**src/rtl/slsel_pkg.sv**
```systemverilog
package slsel_pkg;

    typedef enum logic [1:0] {
        ST_IDLE   = 2'd0,
        ST_EVAL   = 2'd1,
        ST_SETTLE = 2'd2
    } seq_state_e;

    typedef enum logic [1:0] {
        ACT_NONE = 2'd0,
        ACT_UP   = 2'd1,
        ACT_LOW  = 2'd2
    } rail_act_e;

endpackage

```
**src/rtl/slsel_seq.sv**
```systemverilog
module slsel_seq
    import slsel_pkg::*;
#(
    parameter int NUM_CORES = 16,
    parameter int FREQ_W    = 11,
    parameter int SETTLE_W  = 8,
    parameter int NUM_RAILS = 3,
    localparam int IDX_W    = (NUM_CORES > 1) ? $clog2(NUM_CORES) : 1,
    localparam int RAIL_W   = (NUM_RAILS > 1) ? $clog2(NUM_RAILS) : 1
) (
    input  logic                clk_i,
    input  logic                rst_ni,
    input  logic                cal_i,
    input  logic [FREQ_W-1:0]   target_i,
    input  logic [FREQ_W-1:0]   hyst_i,
    input  logic [SETTLE_W-1:0] settle_i,
    input  logic [FREQ_W-1:0]   cur_freq_i,
    input  logic [RAIL_W-1:0]   cur_rail_i,
    input  logic [FREQ_W-1:0]   cur_low_i,
    output logic [IDX_W-1:0]    idx_o,
    output rail_act_e           act_o,
    output logic                rec_low_o,
    output logic                err_set_o,
    output logic                err_clr_o,
    output logic                busy_o
);

    localparam logic [IDX_W-1:0]  LAST_IDX = IDX_W'(NUM_CORES - 1);
    localparam logic [RAIL_W-1:0] TOP_RAIL = RAIL_W'(NUM_RAILS - 1);
    localparam logic [RAIL_W-1:0] LOW_RAIL = '0;

    typedef struct packed {
        seq_state_e          state;
        logic [IDX_W-1:0]    idx;
        logic [SETTLE_W-1:0] cnt;
        logic [FREQ_W-1:0]   target;
        logic [FREQ_W-1:0]   hyst;
        logic [SETTLE_W-1:0] settle;
    } seq_t;

    seq_t seq_d, seq_q;

    logic [FREQ_W:0] lower_thresh;
    logic            miss;
    logic            go_settle;
    logic            advance;

    always_comb begin
        seq_d        = seq_q;
        act_o        = ACT_NONE;
        rec_low_o    = 1'b0;
        err_set_o    = 1'b0;
        err_clr_o    = 1'b0;
        go_settle    = 1'b0;
        advance      = 1'b0;
        lower_thresh = {1'b0, seq_q.target} + {1'b0, seq_q.hyst};
        miss         = cur_freq_i < seq_q.target;

        unique case (seq_q.state)
            ST_IDLE: begin
                if (cal_i) begin
                    seq_d.state  = ST_EVAL;
                    seq_d.idx    = '0;
                    seq_d.cnt    = '0;
                    seq_d.target = target_i;
                    seq_d.hyst   = hyst_i;
                    seq_d.settle = settle_i;
                end
            end
            ST_EVAL: begin
                if (cur_rail_i == LOW_RAIL) begin
                    rec_low_o = 1'b1;
                    if (miss) begin
                        act_o     = ACT_UP;
                        go_settle = 1'b1;
                    end else begin
                        err_clr_o = 1'b1;
                        advance   = 1'b1;
                    end
                end else if ({1'b0, cur_low_i} >= lower_thresh) begin
                    act_o     = ACT_LOW;
                    go_settle = 1'b1;
                end else if (!miss) begin
                    err_clr_o = 1'b1;
                    advance   = 1'b1;
                end else if (cur_rail_i != TOP_RAIL) begin
                    act_o     = ACT_UP;
                    go_settle = 1'b1;
                end else begin
                    err_set_o = 1'b1;
                    advance   = 1'b1;
                end

                if (go_settle) begin
                    seq_d.state = ST_SETTLE;
                    seq_d.cnt   = '0;
                end else if (advance) begin
                    if (seq_q.idx == LAST_IDX) begin
                        seq_d.state = ST_IDLE;
                        seq_d.idx   = '0;
                    end else begin
                        seq_d.idx = seq_q.idx + 1'b1;
                    end
                end
            end
            ST_SETTLE: begin
                if (seq_q.cnt >= seq_q.settle) begin
                    seq_d.state = ST_EVAL;
                end else begin
                    seq_d.cnt = seq_q.cnt + 1'b1;
                end
            end
            default: seq_d.state = ST_IDLE;
        endcase
    end

    always_ff @(posedge clk_i) begin
        if (!rst_ni) begin
            seq_q.state  <= ST_IDLE;
            seq_q.idx    <= '0;
            seq_q.cnt    <= '0;
            seq_q.target <= '0;
            seq_q.hyst   <= '0;
            seq_q.settle <= '0;
        end else begin
            seq_q <= seq_d;
        end
    end

    assign idx_o  = seq_q.idx;
    assign busy_o = (seq_q.state != ST_IDLE);

    AST_CAL_STARTS_PASS: assert property (@(posedge clk_i) disable iff (!rst_ni)
        (seq_q.state == ST_IDLE && cal_i) |=> (seq_q.state == ST_EVAL && seq_q.idx == '0));

    AST_IDLE_NO_ACTION: assert property (@(posedge clk_i) disable iff (!rst_ni)
        (seq_q.state != ST_EVAL) |-> (act_o == ACT_NONE));

    AST_CHANGE_THEN_SETTLE: assert property (@(posedge clk_i) disable iff (!rst_ni)
        (act_o != ACT_NONE) |=> (seq_q.state == ST_SETTLE && seq_q.cnt == '0));

    AST_PARAMS_HELD: assert property (@(posedge clk_i) disable iff (!rst_ni)
        (busy_o && $past(busy_o)) |-> ($stable(seq_q.target) && $stable(seq_q.hyst)));

endmodule

```
**src/rtl/slsel_slot.sv**
```systemverilog
module slsel_slot
    import slsel_pkg::*;
#(
    parameter int FREQ_W    = 11,
    parameter int NUM_RAILS = 3,
    localparam int RAIL_W   = (NUM_RAILS > 1) ? $clog2(NUM_RAILS) : 1
) (
    input  logic                 clk_i,
    input  logic                 rst_ni,
    input  logic                 sel_i,
    input  rail_act_e            act_i,
    input  logic                 rec_low_i,
    input  logic                 err_set_i,
    input  logic                 err_clr_i,
    input  logic [FREQ_W-1:0]    freq_i,
    output logic [RAIL_W-1:0]    rail_o,
    output logic [NUM_RAILS-1:0] rail_sel_o,
    output logic [FREQ_W-1:0]    low_code_o,
    output logic                 err_o
);

    localparam logic [RAIL_W-1:0] TOP_RAIL = RAIL_W'(NUM_RAILS - 1);

    typedef struct packed {
        logic [RAIL_W-1:0] rail;
        logic [FREQ_W-1:0] low_code;
        logic              err;
    } slot_t;

    slot_t slot_d, slot_q;

    always_comb begin
        slot_d = slot_q;
        if (sel_i) begin
            if (rec_low_i) begin
                slot_d.low_code = freq_i;
            end
            unique case (act_i)
                ACT_UP:   if (slot_q.rail != TOP_RAIL) slot_d.rail = slot_q.rail + 1'b1;
                ACT_LOW:  slot_d.rail = '0;
                default:  slot_d.rail = slot_q.rail;
            endcase
            if (err_set_i) begin
                slot_d.err = 1'b1;
            end else if (err_clr_i || act_i == ACT_LOW) begin
                slot_d.err = 1'b0;
            end
        end
    end

    always_ff @(posedge clk_i) begin
        if (!rst_ni) begin
            slot_q.rail     <= '0;
            slot_q.low_code <= '0;
            slot_q.err      <= 1'b0;
        end else begin
            slot_q <= slot_d;
        end
    end

    for (genvar r = 0; r < NUM_RAILS; r++) begin : g_dec
        assign rail_sel_o[r] = (slot_q.rail == RAIL_W'(r));
    end

    assign rail_o     = slot_q.rail;
    assign low_code_o = slot_q.low_code;
    assign err_o      = slot_q.err;

    AST_SEL_ONEHOT: assert property (@(posedge clk_i) disable iff (!rst_ni)
        $onehot(rail_sel_o));

    AST_SINGLE_STEP_UP: assert property (@(posedge clk_i) disable iff (!rst_ni)
        (slot_q.rail > $past(slot_q.rail)) |-> (slot_q.rail == $past(slot_q.rail) + 1'b1));

    AST_ERR_ONLY_AT_TOP: assert property (@(posedge clk_i) disable iff (!rst_ni)
        err_o |-> (rail_sel_o[NUM_RAILS-1] == 1'b1));

    AST_UNSELECTED_HOLDS: assert property (@(posedge clk_i) disable iff (!rst_ni)
        !sel_i |=> $stable(slot_q));

endmodule

```
**src/rtl/slsel_top.sv**
```systemverilog
module slsel_top
    import slsel_pkg::*;
#(
    parameter int NUM_CORES = 16,
    parameter int FREQ_W    = 11,
    parameter int SETTLE_W  = 8,
    parameter int NUM_RAILS = 3,
    localparam int IDX_W    = (NUM_CORES > 1) ? $clog2(NUM_CORES) : 1,
    localparam int RAIL_W   = (NUM_RAILS > 1) ? $clog2(NUM_RAILS) : 1
) (
    input  logic                           clk_i,
    input  logic                           rst_ni,
    input  logic                           cal_i,
    input  logic [FREQ_W-1:0]              target_i,
    input  logic [FREQ_W-1:0]              hyst_i,
    input  logic [SETTLE_W-1:0]            settle_i,
    input  logic [NUM_CORES*FREQ_W-1:0]    freq_i,
    output logic [NUM_CORES*NUM_RAILS-1:0] rail_sel_o,
    output logic [NUM_CORES-1:0]           err_o,
    output logic                           busy_o
);

    logic [IDX_W-1:0]  idx;
    rail_act_e         act;
    logic              rec_low;
    logic              err_set;
    logic              err_clr;

    logic [FREQ_W-1:0] freq_arr [NUM_CORES];
    logic [RAIL_W-1:0] rail_arr [NUM_CORES];
    logic [FREQ_W-1:0] low_arr  [NUM_CORES];

    logic [FREQ_W-1:0] cur_freq;
    logic [RAIL_W-1:0] cur_rail;
    logic [FREQ_W-1:0] cur_low;

    assign cur_freq = freq_arr[idx];
    assign cur_rail = rail_arr[idx];
    assign cur_low  = low_arr[idx];

    slsel_seq #(
        .NUM_CORES (NUM_CORES),
        .FREQ_W    (FREQ_W),
        .SETTLE_W  (SETTLE_W),
        .NUM_RAILS (NUM_RAILS)
    ) u_seq (
        .clk_i      (clk_i),
        .rst_ni     (rst_ni),
        .cal_i      (cal_i),
        .target_i   (target_i),
        .hyst_i     (hyst_i),
        .settle_i   (settle_i),
        .cur_freq_i (cur_freq),
        .cur_rail_i (cur_rail),
        .cur_low_i  (cur_low),
        .idx_o      (idx),
        .act_o      (act),
        .rec_low_o  (rec_low),
        .err_set_o  (err_set),
        .err_clr_o  (err_clr),
        .busy_o     (busy_o)
    );

    for (genvar c = 0; c < NUM_CORES; c++) begin : g_core
        assign freq_arr[c] = freq_i[c*FREQ_W +: FREQ_W];

        slsel_slot #(
            .FREQ_W    (FREQ_W),
            .NUM_RAILS (NUM_RAILS)
        ) u_slot (
            .clk_i      (clk_i),
            .rst_ni     (rst_ni),
            .sel_i      (busy_o && (idx == IDX_W'(c))),
            .act_i      (act),
            .rec_low_i  (rec_low),
            .err_set_i  (err_set),
            .err_clr_i  (err_clr),
            .freq_i     (freq_arr[c]),
            .rail_o     (rail_arr[c]),
            .rail_sel_o (rail_sel_o[c*NUM_RAILS +: NUM_RAILS]),
            .low_code_o (low_arr[c]),
            .err_o      (err_o[c])
        );
    end

    AST_ONE_CORE_MOVES: assert property (@(posedge clk_i) disable iff (!rst_ni)
        ($countones(rail_sel_o ^ $past(rail_sel_o)) <= 2));

    AST_IDLE_RAILS_STILL: assert property (@(posedge clk_i) disable iff (!rst_ni)
        !busy_o |=> $stable(rail_sel_o));

endmodule

```
**config.mk**
```make
export PLATFORM = sky130hd
export DESIGN_NAME = slsel_top
export DESIGN_NICKNAME = d
export VERILOG_FILES = /design/src/rtl/slsel_pkg.sv /design/src/rtl/slsel_seq.sv /design/src/rtl/slsel_slot.sv /design/src/rtl/slsel_top.sv
export SDC_FILE = /design/constraint.sdc
export NUM_CORES = 1
export LEC_CHECK = 0
export ABC_AREA = 1
export BUFFER_PORTS_ARGS = -buffer_cell sky130_fd_sc_hd__buf_2
export CORE_ASPECT_RATIO = 1.2
export CORE_UTILIZATION = 32
export DETAILED_ROUTE_END_ITERATION = 8
export PLACE_DENSITY = 0.57
export SLEW_MARGIN = 0
export SYNTH_ARGS = -nofsm -noshare
export SYNTH_HDL_FRONTEND = slang
export SYNTH_SLANG_ARGS = --single-unit
```
**constraint.sdc**
```tcl
create_clock -name clk_i -period 3.4 [get_ports clk_i]
set_input_delay 0.51 -clock clk_i [delete_from_list [all_inputs] [get_ports clk_i]]
set_output_delay 0.51 -clock clk_i [all_outputs]
set_load 0.02 [all_outputs]
```
==> flow_metrics.tcl <==
set metrics [dict create \
    gp_congestion 0.928 \
    internal_power_mw 7.58 \
    path_class "reg -> reg" \
    fmax_mhz 282 \
    clock-root-buffer "clkbuf_16" \
    synthCells 2390 \
    layout_setup_ws_ns -0.148 \
    worst-path-max-fanout 39 \
    synth_nets 2698 \
    maxSlewHeadroom 0.407 \
    cts_made_buffers 31 \
    grt_antenna_before_repair 17 \
    dr.pass1.iters 5 \
    fin_util 0.408 \
    yosysSeqAreaShare 0.337 \
    endpoint_kind "register" \
    start_util 0.324 \
    area.growth.synth_to_final_pct 25.8 \
    cts_sinks 268 \
    wl_per_cell_um 19.0 \
    p_comb_frac 0.451 \
    drc 0 \
    outcome "finished, violations left" \
    via_per_inst 5.22 \
    period_minus_slack_ns 3.55 \
    numPortBuffers 273 \
    yosys.area.top_type "dfxtp_1" \
    worstPathArrival_ns 4.04 \
    final_cell_area_sq_mm 0.0200 \
    grt_pass1_vias 16293 \
    yosys_warnings 0 \
    drive_gt1_frac 0.209 \
    finalSetupTns_ns -3.82 \
    finalCritPeriodShare 1.04 \
    placedCellCount 3246 \
    ctsHoldBuffers 0 \
    insertion_delay_ns 0.59 \
    grt_overflow 0 \
    nets 2966 \
    maxSlewViolCount 0 \
    hpwl_um 47000 \
    ys_top_cells_by_area "dfxtp_1, nor2_1, o21ai_0" \
    dp_slack_ns -0.197 \
    vias 17353 \
    htreeDepth 1 \
    cp_data_required_time_ns 3.89 \
    critPathLaunchType "register" \
    skew_ns 0.0258 \
    yosysTopAreaCellShare 0.337 \
    drv_cap 0 \
    rsz0062_at_grt "true" \
    final_common_cell "nor2_1" \
    ant_nets 0 \
    dieArea_sq_mm 0.0506 \
    final_cell_mix "nor2_1, nand2_1, buf_2" \
    total_leakage_power_nw 8.48 \
    drtIter0Drc 1456 \
    tightest_slew_ns 0.888 \
    powerDensity_mw_per_mm2 630 \
    power.total_mw 12.6 \
    hp-class "in -> reg" \
    die_w_um 206 \
    avgSynthCellArea_sq_um 6.65 \
    final-setup-viol-count 58 \
    grt_usage 0.242 \
    cts_tree "built" \
    die_h_um 246 \
    grt_max_degree 122 \
    synth_cell_type_count 42 \
    cts_max_path_buffers 3 \
    hold_violations 0 \
    fin_cells 3324 \
    clk_pin_slew_ns 0.06 \
    grt_pass1_wl_um 93900 \
    drt-total-wl_um 63200 \
    io-pin-count 274 \
    switchingPower_mw 5.02 \
    clkPwrFrac 0.275 \
    core-area_sq_mm 0.0491 \
    seq_power_share 0.274 \
    placed_area_sq_mm 0.0183 \
    violations "negative setup slack" \
    num_rows 89 \
    synth-seq-cells 268 \
    whs_ns 0.175 \
    vdd_drop_max_uv 272 \
    synthesis.area_sq_mm 0.0159 \
    switching_share 0.399 \
]
-- cell usage after synthesis --
cell and number:
a31oi_2 1, o211ai_2 1, o22ai_1 69, fa_1 1, a221oi_1 5, nand2_4 2
nor2_4 2, buf_2 30, nor2_1 575, a22oi_1 4, o211ai_1 10, nand2_2 11
buf_6 14, o21ai_0 277, a21oi_1 117, nor4_1 5, ha_1 98, xnor2_1 6
clkbuf_1 89, a31oi_1 1, a21oi_2 1, dfxtp_1 268, nor3_4 1, nand2_1 368
buf_4 25, nor2_8 2, nand3_2 12, nor3_1 3, nand3_1 31, xor2_1 6
inv_2 19, inv_1 152, a32oi_1 4, a22o_1 1, a21boi_0 6, buf_1 11
nand4_1 61, o2111ai_1 1, a32o_1 8, o21ai_1 87, nand3_4 2, a211oi_1 3
-- power by group through the flow --
| stage | combinational, mW | sequential, mW | clock (mW) |
|---|---|---|---|
| after CTS | 5.47 | 3.45 | 3.54 |
| after floorplan | 3.03 | 3.46 | 0 |
| after detailed placement | 5.04 | 3.51 | 0 |
| final | 5.69 | 3.45 | 3.47 |
| after global placement | 4.99 | 3.51 | 0 |
| after global routing | 6.14 | 3.47 | 3.68 |
-- state kept, by name, indices dropped and copies added (netlist names) --
| signal | flops |
|---|---|
| g_core.u_slot.err_o | 16 |
| u_seq.seq_q | 40 |
| u_seq.idx_o | 4 |
| g_core.u_slot.low_code_o | 176 |
| g_core.u_slot.rail_o | 32 |
-- cells by family (layout without fill, tap and decap cells) --
| family | count (synthesis) | in the layout | synth area share |
|---|---|---|---|
| AO/OA/AOI/OAI | 596 | 596 | 0.203 |
| XOR/XNOR | 12 | 12 | 0.00661 |
| adder cells (fa/ha/maj) | 99 | 99 | 0.0784 |
| buffers and inverters | 340 | 630 | 0.0951 |
| flip-flops | 268 | 268 | 0.337 |
| other | 0 | 7 | 0 |
| AND/OR/NAND/NOR | 1075 | 1075 | 0.280 |
-- final cells by class --
type	instances	area, sq um
Antenna cell	7	17.5
Clock buffer	37	860
Clock inverter	18	189
Fill cell	5044	29100
Inverter	171	654
Multi-Input combinational cell	1782	9310
Sequential cell	268	5370
Tap cell	637	797
Timing Repair Buffer	404	2810
-- metal layers --
metal | share of wire | track usage
met5 | 0.0021 | 0
met4 | 0.057 | 0.131
met3 | 0.084 | 0.0512
met2 | 0.47 | 0.404
met1 | 0.39 | 0.287
-- path summary, 6_finish.rpt --
check | slack [ns] | from | end | cells after the start
setup reg to reg | -0.15 | u_seq.seq_q[19] | g_core[11].u_slot.rail_o[1] | 24
setup / recovery | -0.15 | u_seq.seq_q[19] | g_core[11].u_slot.rail_o[1] | 24
hold / removal | 0.17 | freq_i[171] | g_core[15].u_slot.low_code_o[6] | 3
hold reg to reg | 0.46 | g_core[10].u_slot.err_o | g_core[10].u_slot.err_o | 2
-- worst max-delay path, cell delays in order, from the launching register on --
cell and delay (ns):
dfxtp_2 0.33, ha_4 0.17, fa_2 0.38, nand3_2 0.08, nand2_2 0.06, nand2_2 0.09
nand2_4 0.07, a21oi_4 0.16, o21ai_2 0.08, nand2_1 0.06, a21oi_1 0.06, nor2_1 0.12
xor2_1 0.08, ha_1 0.33, nand3_1 0.10, nand2_1 0.07, nand4_1 0.16, buf_4 0.20
nand2_4 0.07, nand3_4 0.11, buf_12 0.21, a21oi_2 0.26, nand3_2 0.08, nand2_1 0.07
nor2_1 0.05
-- what timing repair did --
| action | 4_1_cts | 5_1_grt |
|---|---|---|
| buffers inserted | 4 | 5 |
| cloned | 6 | 1 |
| resized for setup | 39 | 45 |
| pin swaps | 11 | 44 |
| setup endpoints to repair | 62 | 62 |
(Power assumes the default switching activity.)
